## config.mk

```make
export PLATFORM = sky130hd
export DESIGN_NAME = wdg_window_timer
export DESIGN_NICKNAME = d
export VERILOG_FILES = /design/src/rtl/wdg_pkg.sv /design/src/rtl/wdg_core.sv /design/src/rtl/wdg_regs.sv /design/src/rtl/wdg_window_timer.sv
export SDC_FILE = /design/constraint.sdc
export NUM_CORES = 1
export LEC_CHECK = 0
export CORE_MARGIN = 2
export CORE_UTILIZATION = 58
export CTS_BUF_LIST = sky130_fd_sc_hd__clkbuf_8
export DETAILED_ROUTE_END_ITERATION = 8
export PLACE_DENSITY_LB_ADDON = 0.05
export SLEW_MARGIN = 10
export SYNTH_ARGS = -nofsm -noshare
export SYNTH_HDL_FRONTEND = slang
export SYNTH_SLANG_ARGS = --single-unit
```

## constraint.sdc

```tcl
create_clock -name clk -period 6.35 [get_ports clk]
set_clock_uncertainty 0.15 [all_clocks]
set_input_delay 0.9525 -clock clk [delete_from_list [all_inputs] [get_ports clk]]
set_output_delay 0.9525 -clock clk [all_outputs]
set_load 0.03 [all_outputs]
```

## src/rtl/wdg_pkg.sv

```systemverilog
package wdg_pkg;
    typedef enum logic [1:0] {ST_OFF, ST_RUN, ST_HALT} wdg_state_e;

    localparam logic [7:0] A_CTRL = 8'h00;
    localparam logic [7:0] A_MODE = 8'h04;
    localparam logic [7:0] A_CNT  = 8'h08;
    localparam logic [7:0] A_WIN  = 8'h0C;
    localparam logic [7:0] A_LVL  = 8'h10;
    localparam logic [7:0] A_IEN  = 8'h14;
    localparam logic [7:0] A_IDIS = 8'h18;
    localparam logic [7:0] A_STAT = 8'h1C;
    localparam logic [7:0] A_MASK = 8'h20;

    localparam int B_RPER  = 4;
    localparam int B_RREP  = 5;
    localparam int B_OFF   = 12;
    localparam int B_HDBG  = 28;
    localparam int B_HIDLE = 29;

    localparam int NEV    = 3;
    localparam int EV_PER = 0;
    localparam int EV_REP = 1;
    localparam int EV_LVL = 2;

    localparam logic [7:0] KICK_KEY = 8'hA5;
endpackage

```

## src/rtl/wdg_core.sv

```systemverilog
module wdg_core
    import wdg_pkg::*;
#(
    parameter int CW = 12
) (
    input  logic           clk,
    input  logic           rst_n,
    input  logic           tick_i,
    input  logic           dbg_i,
    input  logic           idle_i,
    input  logic           off_i,
    input  logic           hdbg_en_i,
    input  logic           hidle_en_i,
    input  logic           rper_en_i,
    input  logic           rrep_en_i,
    input  logic [CW-1:0]  period_i,
    input  logic [CW-1:0]  rpth_i,
    input  logic [CW-1:0]  level_i,
    input  logic           kick_i,
    output logic [CW-1:0]  cnt_o,
    output logic [NEV-1:0] ev_o,
    output logic           rst_req_o
);
    wdg_state_e    state, nstate;
    logic [CW-1:0] cnt, cnt_nx, cnt_inc;
    logic          halt_req;

    assign halt_req = (dbg_i & hdbg_en_i) | (idle_i & hidle_en_i);
    assign cnt_inc  = cnt + 1'b1;
    assign cnt_o    = cnt;

    // next-state logic
    always_comb begin
        nstate = state;
        unique case (state)
            ST_OFF:  nstate = off_i ? ST_OFF : ST_RUN;
            ST_RUN:  nstate = off_i ? ST_OFF : (halt_req ? ST_HALT : ST_RUN);
            ST_HALT: nstate = off_i ? ST_OFF : (halt_req ? ST_HALT : ST_RUN);
            default: nstate = ST_OFF;
        endcase
    end

    // counter and event outputs
    always_comb begin
        ev_o   = '0;
        cnt_nx = cnt;
        if (state == ST_OFF || off_i) begin
            cnt_nx = '0;
        end else if (kick_i) begin
            cnt_nx         = '0;
            ev_o[EV_REP]   = (cnt < rpth_i);
        end else if (state == ST_RUN && !halt_req && tick_i) begin
            if (cnt == period_i) begin
                cnt_nx       = '0;
                ev_o[EV_PER] = 1'b1;
            end else begin
                cnt_nx       = cnt_inc;
                ev_o[EV_LVL] = (cnt_inc == level_i) && (level_i != '0);
            end
        end
    end

    always_ff @(posedge clk or negedge rst_n) begin
        if (!rst_n) begin
            state     <= ST_OFF;
            cnt       <= '0;
            rst_req_o <= 1'b0;
        end else begin
            state     <= nstate;
            cnt       <= cnt_nx;
            rst_req_o <= (ev_o[EV_PER] & rper_en_i) | (ev_o[EV_REP] & rrep_en_i);
        end
    end


    cnt_step_chk: assert property (@(posedge clk) disable iff (!rst_n)
        (cnt != $past(cnt)) |-> ((cnt == CW'($past(cnt) + 1'b1)) || (cnt == '0)));


    off_zero_chk: assert property (@(posedge clk) disable iff (!rst_n)
        (state == ST_OFF) |-> (cnt == '0));


    halt_hold_chk: assert property (@(posedge clk) disable iff (!rst_n)
        (state == ST_HALT && !kick_i && !off_i) |=> $stable(cnt));
endmodule

```

## src/rtl/wdg_regs.sv

```systemverilog
module wdg_regs
    import wdg_pkg::*;
#(
    parameter int CW = 12,
    parameter int AW = 8,
    parameter int DW = 32
) (
    input  logic           clk,
    input  logic           rst_n,
    input  logic           wr_i,
    input  logic           rd_i,
    input  logic [AW-1:0]  addr_i,
    input  logic [DW-1:0]  wdata_i,
    input  logic [CW-1:0]  cnt_i,
    input  logic [NEV-1:0] ev_i,
    output logic [DW-1:0]  rdata_o,
    output logic           irq_o,
    output logic           kick_o,
    output logic           off_o,
    output logic           hdbg_en_o,
    output logic           hidle_en_o,
    output logic           rper_en_o,
    output logic           rrep_en_o,
    output logic [CW-1:0]  period_o,
    output logic [CW-1:0]  rpth_o,
    output logic [CW-1:0]  level_o
);
    localparam int RP_LSB = 16;

    logic [NEV-1:0] mask_q, stat_q;
    logic           wr_mode, wr_win, wr_lvl, wr_ien, wr_idis, rd_stat;

    assign wr_mode = wr_i && addr_i == AW'(A_MODE);
    assign wr_win  = wr_i && addr_i == AW'(A_WIN);
    assign wr_lvl  = wr_i && addr_i == AW'(A_LVL);
    assign wr_ien  = wr_i && addr_i == AW'(A_IEN);
    assign wr_idis = wr_i && addr_i == AW'(A_IDIS);
    assign rd_stat = rd_i && addr_i == AW'(A_STAT);
    assign kick_o  = wr_i && addr_i == AW'(A_CTRL) &&
                     wdata_i[DW-1 -: 8] == KICK_KEY && wdata_i[0];
    assign irq_o   = |(stat_q & mask_q);

    always_ff @(posedge clk or negedge rst_n) begin
        if (!rst_n) begin
            off_o      <= 1'b1;
            hdbg_en_o  <= 1'b0;
            hidle_en_o <= 1'b0;
            rper_en_o  <= 1'b0;
            rrep_en_o  <= 1'b0;
            period_o   <= '1;
            rpth_o     <= '0;
            level_o    <= '0;
            mask_q     <= '0;
            stat_q     <= '0;
        end else begin
            if (wr_mode) begin
                off_o      <= wdata_i[B_OFF];
                hdbg_en_o  <= wdata_i[B_HDBG];
                hidle_en_o <= wdata_i[B_HIDLE];
                rper_en_o  <= wdata_i[B_RPER];
                rrep_en_o  <= wdata_i[B_RREP];
            end
            if (wr_win) begin
                period_o <= wdata_i[CW-1:0];
                rpth_o   <= wdata_i[RP_LSB +: CW];
            end
            if (wr_lvl) level_o <= wdata_i[CW-1:0];
            if (wr_ien)       mask_q <= mask_q | wdata_i[NEV-1:0];
            else if (wr_idis) mask_q <= mask_q & ~wdata_i[NEV-1:0];
            stat_q <= (rd_stat ? '0 : stat_q) | ev_i;
        end
    end

    always_comb begin
        rdata_o = '0;
        case (addr_i)
            AW'(A_MODE): begin
                rdata_o[B_OFF]   = off_o;
                rdata_o[B_HDBG]  = hdbg_en_o;
                rdata_o[B_HIDLE] = hidle_en_o;
                rdata_o[B_RPER]  = rper_en_o;
                rdata_o[B_RREP]  = rrep_en_o;
            end
            AW'(A_CNT):  rdata_o[CW-1:0] = cnt_i;
            AW'(A_WIN): begin
                rdata_o[CW-1:0]        = period_o;
                rdata_o[RP_LSB +: CW]  = rpth_o;
            end
            AW'(A_LVL):  rdata_o[CW-1:0]  = level_o;
            AW'(A_STAT): rdata_o[NEV-1:0] = stat_q;
            AW'(A_MASK): rdata_o[NEV-1:0] = mask_q;
            default:     rdata_o = '0;
        endcase
    end


    stat_clear_chk: assert property (@(posedge clk) disable iff (!rst_n)
        rd_stat |=> (stat_q == $past(ev_i)));


    mask_set_chk: assert property (@(posedge clk) disable iff (!rst_n)
        wr_ien |=> ((mask_q & $past(wdata_i[NEV-1:0])) == $past(wdata_i[NEV-1:0])));
endmodule

```

## src/rtl/wdg_window_timer.sv

```systemverilog
module wdg_window_timer
    import wdg_pkg::*;
#(
    parameter int CW = 12,
    parameter int AW = 8,
    parameter int DW = 32
) (
    input  logic          clk,
    input  logic          rst_n,
    input  logic          tick_i,
    input  logic          dbg_i,
    input  logic          idle_i,
    input  logic          bus_wr_i,
    input  logic          bus_rd_i,
    input  logic [AW-1:0] bus_addr_i,
    input  logic [DW-1:0] bus_wdata_i,
    output logic [DW-1:0] bus_rdata_o,
    output logic          irq_o,
    output logic          rst_req_o
);
    logic [CW-1:0]  cnt, period, rpth, level;
    logic [NEV-1:0] ev;
    logic           kick, off, hdbg_en, hidle_en, rper_en, rrep_en;

    wdg_regs #(.CW(CW), .AW(AW), .DW(DW)) u_regs (
        .clk(clk), .rst_n(rst_n), .wr_i(bus_wr_i), .rd_i(bus_rd_i),
        .addr_i(bus_addr_i), .wdata_i(bus_wdata_i), .cnt_i(cnt), .ev_i(ev),
        .rdata_o(bus_rdata_o), .irq_o(irq_o), .kick_o(kick), .off_o(off),
        .hdbg_en_o(hdbg_en), .hidle_en_o(hidle_en), .rper_en_o(rper_en),
        .rrep_en_o(rrep_en), .period_o(period), .rpth_o(rpth), .level_o(level)
    );

    wdg_core #(.CW(CW)) u_core (
        .clk(clk), .rst_n(rst_n), .tick_i(tick_i), .dbg_i(dbg_i),
        .idle_i(idle_i), .off_i(off), .hdbg_en_i(hdbg_en),
        .hidle_en_i(hidle_en), .rper_en_i(rper_en), .rrep_en_i(rrep_en),
        .period_i(period), .rpth_i(rpth), .level_i(level), .kick_i(kick),
        .cnt_o(cnt), .ev_o(ev), .rst_req_o(rst_req_o)
    );
endmodule

```

==> run summary <==
dfrtp_1 takes more of the synthesized area than any other cell. The number of buffers created by CTS came out at 9. The global placement routability congestion is 0.906. The type of element launching the critical path is an input port.

The run finished with clean final reports. The combinational fraction of design power came out at 19.8%. The worst-path maximum fanout came out at 25. The library cells used most frequently in the layout, excluding fill and tap cells, are clkdlybuf4s50_1 (71), dfrtp_1 (49), mux2_2 (41), nand2_1 (29), inv_1 (27). The post-route antenna net violation count came out at 0. In this run, synthesis inferred 0 flip-flops with an integrated enable. The number of ports placed on the die boundary came out at 81.

The layout cell share with drive strength beyond 1 came out at roughly a fifth. The share of async-settable or async-resettable flops after synthesis came out at 100%. The number of setup buffers added after CTS came out at 0. The fmax came out at between 0.2 and 0.25 GHz. The worst endpoint required time is 5250 ps.

The average detailed-routed wire length per instance is 17.5 um. The cell count after synthesis came out at 394. In this run, synthesis produced a sequential element count of 62. The switching part of the total came out at 27.6%.

The total number of clock tree sinks is 62. The signal on the critical path passes through clkdlybuf4s50_1 -> nor4_2 -> and4_2 -> a22oi_1 -> nand2_1 -> clkdlybuf4s50_1. The share of total power in the clock network came out at 38.9%. The share of the cycle needed by the critical path after routing is roughly three quarters. For this run, the total global-route usage over all layers was measured as around 27%.

The minimum clock period came out at ~4700 ps. The hold violation count in the final report came out at 0. The initial cell density of the core is 60.7%. After routing the design area is 4870 um2.

Measured against its own limit, the worst slew margin works out to between 40% and 50%. The first-pass detailed-route iteration total is 6. Leaving out fill and tap cells, the most frequent cell in the layout is clkdlybuf4s50_1. The overall die area came out at roughly 7400 um2. The highest ir drop seen on vdd is approximately 0.00017 V. The per-instance average area after synthesis is 9.95 um2. The power spent charging and discharging nets is 0.306 mW.

The number of maximum-capacitance constraint violations came out at 0. The overall die width is around 86 um. The most instantiated flip-flop cell in the synthesis netlist is dfrtp_1. The internal power component came out at between 0.8 and 0.9 mW. The remaining design rule violation count came out at 0. The count of nets after finishing is 518. The start-to-end type of the worst setup path is input port to output pin.

After legalization and detailed placement, the total HPWL measured 6980 um. The number of buffers inserted for hold repair after clock tree synthesis came out at 0. The utilization of the core after routing came out at 75.4%. The area growth from synthesis to layout is 24.2%. The standard cell core area is roughly 6500 um2. The wire length of the first global-routing pass came out at between 15,000 and 20,000 um. The routed design has 9420 um of wire. The clock-pin slew on the worst setup and hold paths came out at about 60 ps. The total of warnings raised by yosys is 0. The slowest stage of the critical path belongs to the cell and4_2. The max-slew violation count came out at 0. The number of antenna violations at the first check in global routing is 0.

The number of unique standard cell types used by synthesis is 58. The count of filler cells inserted in the layout came out at around 510. The worst setup path is captured at an output pin. The cell occurring most often along the worst timing path is clkdlybuf4s50_1. The share of the Yosys chip area taken by registers is about two fifths. The largest single stage delay on the critical path is 670 ps.

The tree is rooted in a clkbuf_8. The iteration-0 DRC count of the detailed router is approximately 230. The via count of the first global-routing pass was 3,233.

The port buffer count is 72. The area share of the leading cell type in the synthesized netlist is between 30% and 40%. The type of the tightest min-delay check is flip-flop to flip-flop.

The CTS H-tree depth came out at 3. The per-cell via count in the routed design came out at 6.02. The clock reaches the later pin of the worst-skew pair after 340 ps. The setup total negative slack is 0 ps. The pin count of the biggest net entering global routing came out at between 60 and 70. The clock tree buffer depth came out at 2. TritonCTS built the clock tree. The standard-cell row count came out at 29. Setup violations remaining at the end of the flow were counted as 0. The post-CTS resize count is 0.

Power spread over the standard cell area amounts to 228 nW/um2. The cell area that synthesis handed to floorplanning was 3920 um2. The total via count after detailed routing is 3,240.

The die is 86.2 um tall. The sequential share of power came out at approximately two fifths. In this run the cell area measured after placement is 4620 um2. For the pin with the worst max-slew slack, the measured transition is 844 ps.

The number of antenna diodes in the final layout is 0. The remaining global-route overflow is 0. Sorting the synthesized cells by area gives the leading types as dfrtp_1 (31%), mux2_2 (12%), dfstp_2 (8.7%). The data arrival time at the worst-slack endpoint is 3550 ps. The overall power is 1.11 mW. Setup repair after global routing left no endpoint under its margin. The analysis attributes to cell leakage a power of 2.16 nW.
worst paths after layout:
kind,start,end,slack (ps),depth (start not counted)
max reg2reg,u_core.cnt_o[2],u_core.cnt_o[3],3800,6
max,bus_addr_i[5],bus_rdata_o[5],1700,6
min,u_regs.rpth_o[1],u_regs.rpth_o[1],380,1
min in group asynchronous,rst_n,u_regs.rpth_o[3],630,2
min reg2reg,u_regs.rpth_o[1],u_regs.rpth_o[1],380,1
max in group asynchronous,rst_n,u_regs.level_o[10],4920,2
through the flow:
step | worst slack, ps | std cells | hold WS, ps
6_report | 1700 | 538 | 375
5_1_grt | 1580 | 538 | 401
4_1_cts | 1750 | 538 | 381
3_5_place_dp | 1760 | 522 | 365
3_3_place_gp | 1760 | 522 | 354
2_1_floorplan | 2880 | 398 | 320
final cells by class:
class                           instances  area [um2]  share of cell area, %
Timing Repair Buffer                   73         723                   14.9
Multi-Input combinational cell        285        2140                   43.9
Sequential cell                        62        1570                   32.2
Tap cell                               77        96.3                   1.98
Inverter                               25        93.8                   1.93
Clock inverter                          5        97.6                   2.00
Clock buffer                           11         151                   3.11
critical path: cells and delay by family:
kind                   cells  cell delay, ps
buffers and inverters      2            1110
and+or+nand+nor            3            1300
AOI/OAI and AO/OA          1             170
logic make-up (layout without fill, tap and decap cells):
family	count (synthesis)	in the layout	synth area share, %
DFF	62	62	40.0
AOI/OAI and AO/OA	68	68	12.0
buffers and inverters	51	114	5.87
and+or+nand+nor	124	124	18.3
adders and majority gates	15	15	4.79
muxes	43	43	12.3
other	1	5	0.0956
xor gates and xnor gates	30	30	6.70
cell usage after synthesis (all sizes together), types with 8 or more instances:
master and instances:
dfrtp 49, nand3 12, a21oi 14, a222oi 9, nand2 30, nor3 9, nor2 17, dfstp 13
inv 25, buf 19, xnor2 23, and2 16, a22oi 10, o21ai 15, mux2 41, ha 15
nand4 8
state kept, by name, summed over array words and instances, names as in the netlist, named ones only:
name and flops:
u_core.cnt_o 12, u_regs.level_o 12, u_regs.period_o 12, u_regs.rpth_o 12, u_regs.stat_q 3, u_core.state 2
u_core.rst_req_o 1, u_regs.hdbg_en_o 1, u_regs.hidle_en_o 1, u_regs.off_o 1, u_regs.rper_en_o 1, u_regs.rrep_en_o 1
metal layers:
metal / routed length, um / part of all wire (%) / global-route usage (%) / up-vias
met5: 0 / 0 / 0 / -
li1: - / - / - / 1528
met3: 550 / 5.8 / 4.57 / 14
met1: 4190 / 45 / 37.3 / 1576
met4: 189 / 2.0 / 9.80 / 0
met2: 4480 / 48 / 43.8 / 122
power by group through the flow:
stage | combinational (mW) | clock [mW] | sequential (mW)
floorplan | 0.158 | 0 | 0.445
global placement | 0.210 | 0 | 0.463
detailed placement | 0.217 | 0 | 0.464
CTS | 0.219 | 0.439 | 0.457
global route | 0.245 | 0.458 | 0.461
finish | 0.219 | 0.430 | 0.458
Power figures use the tool's default switching activity.
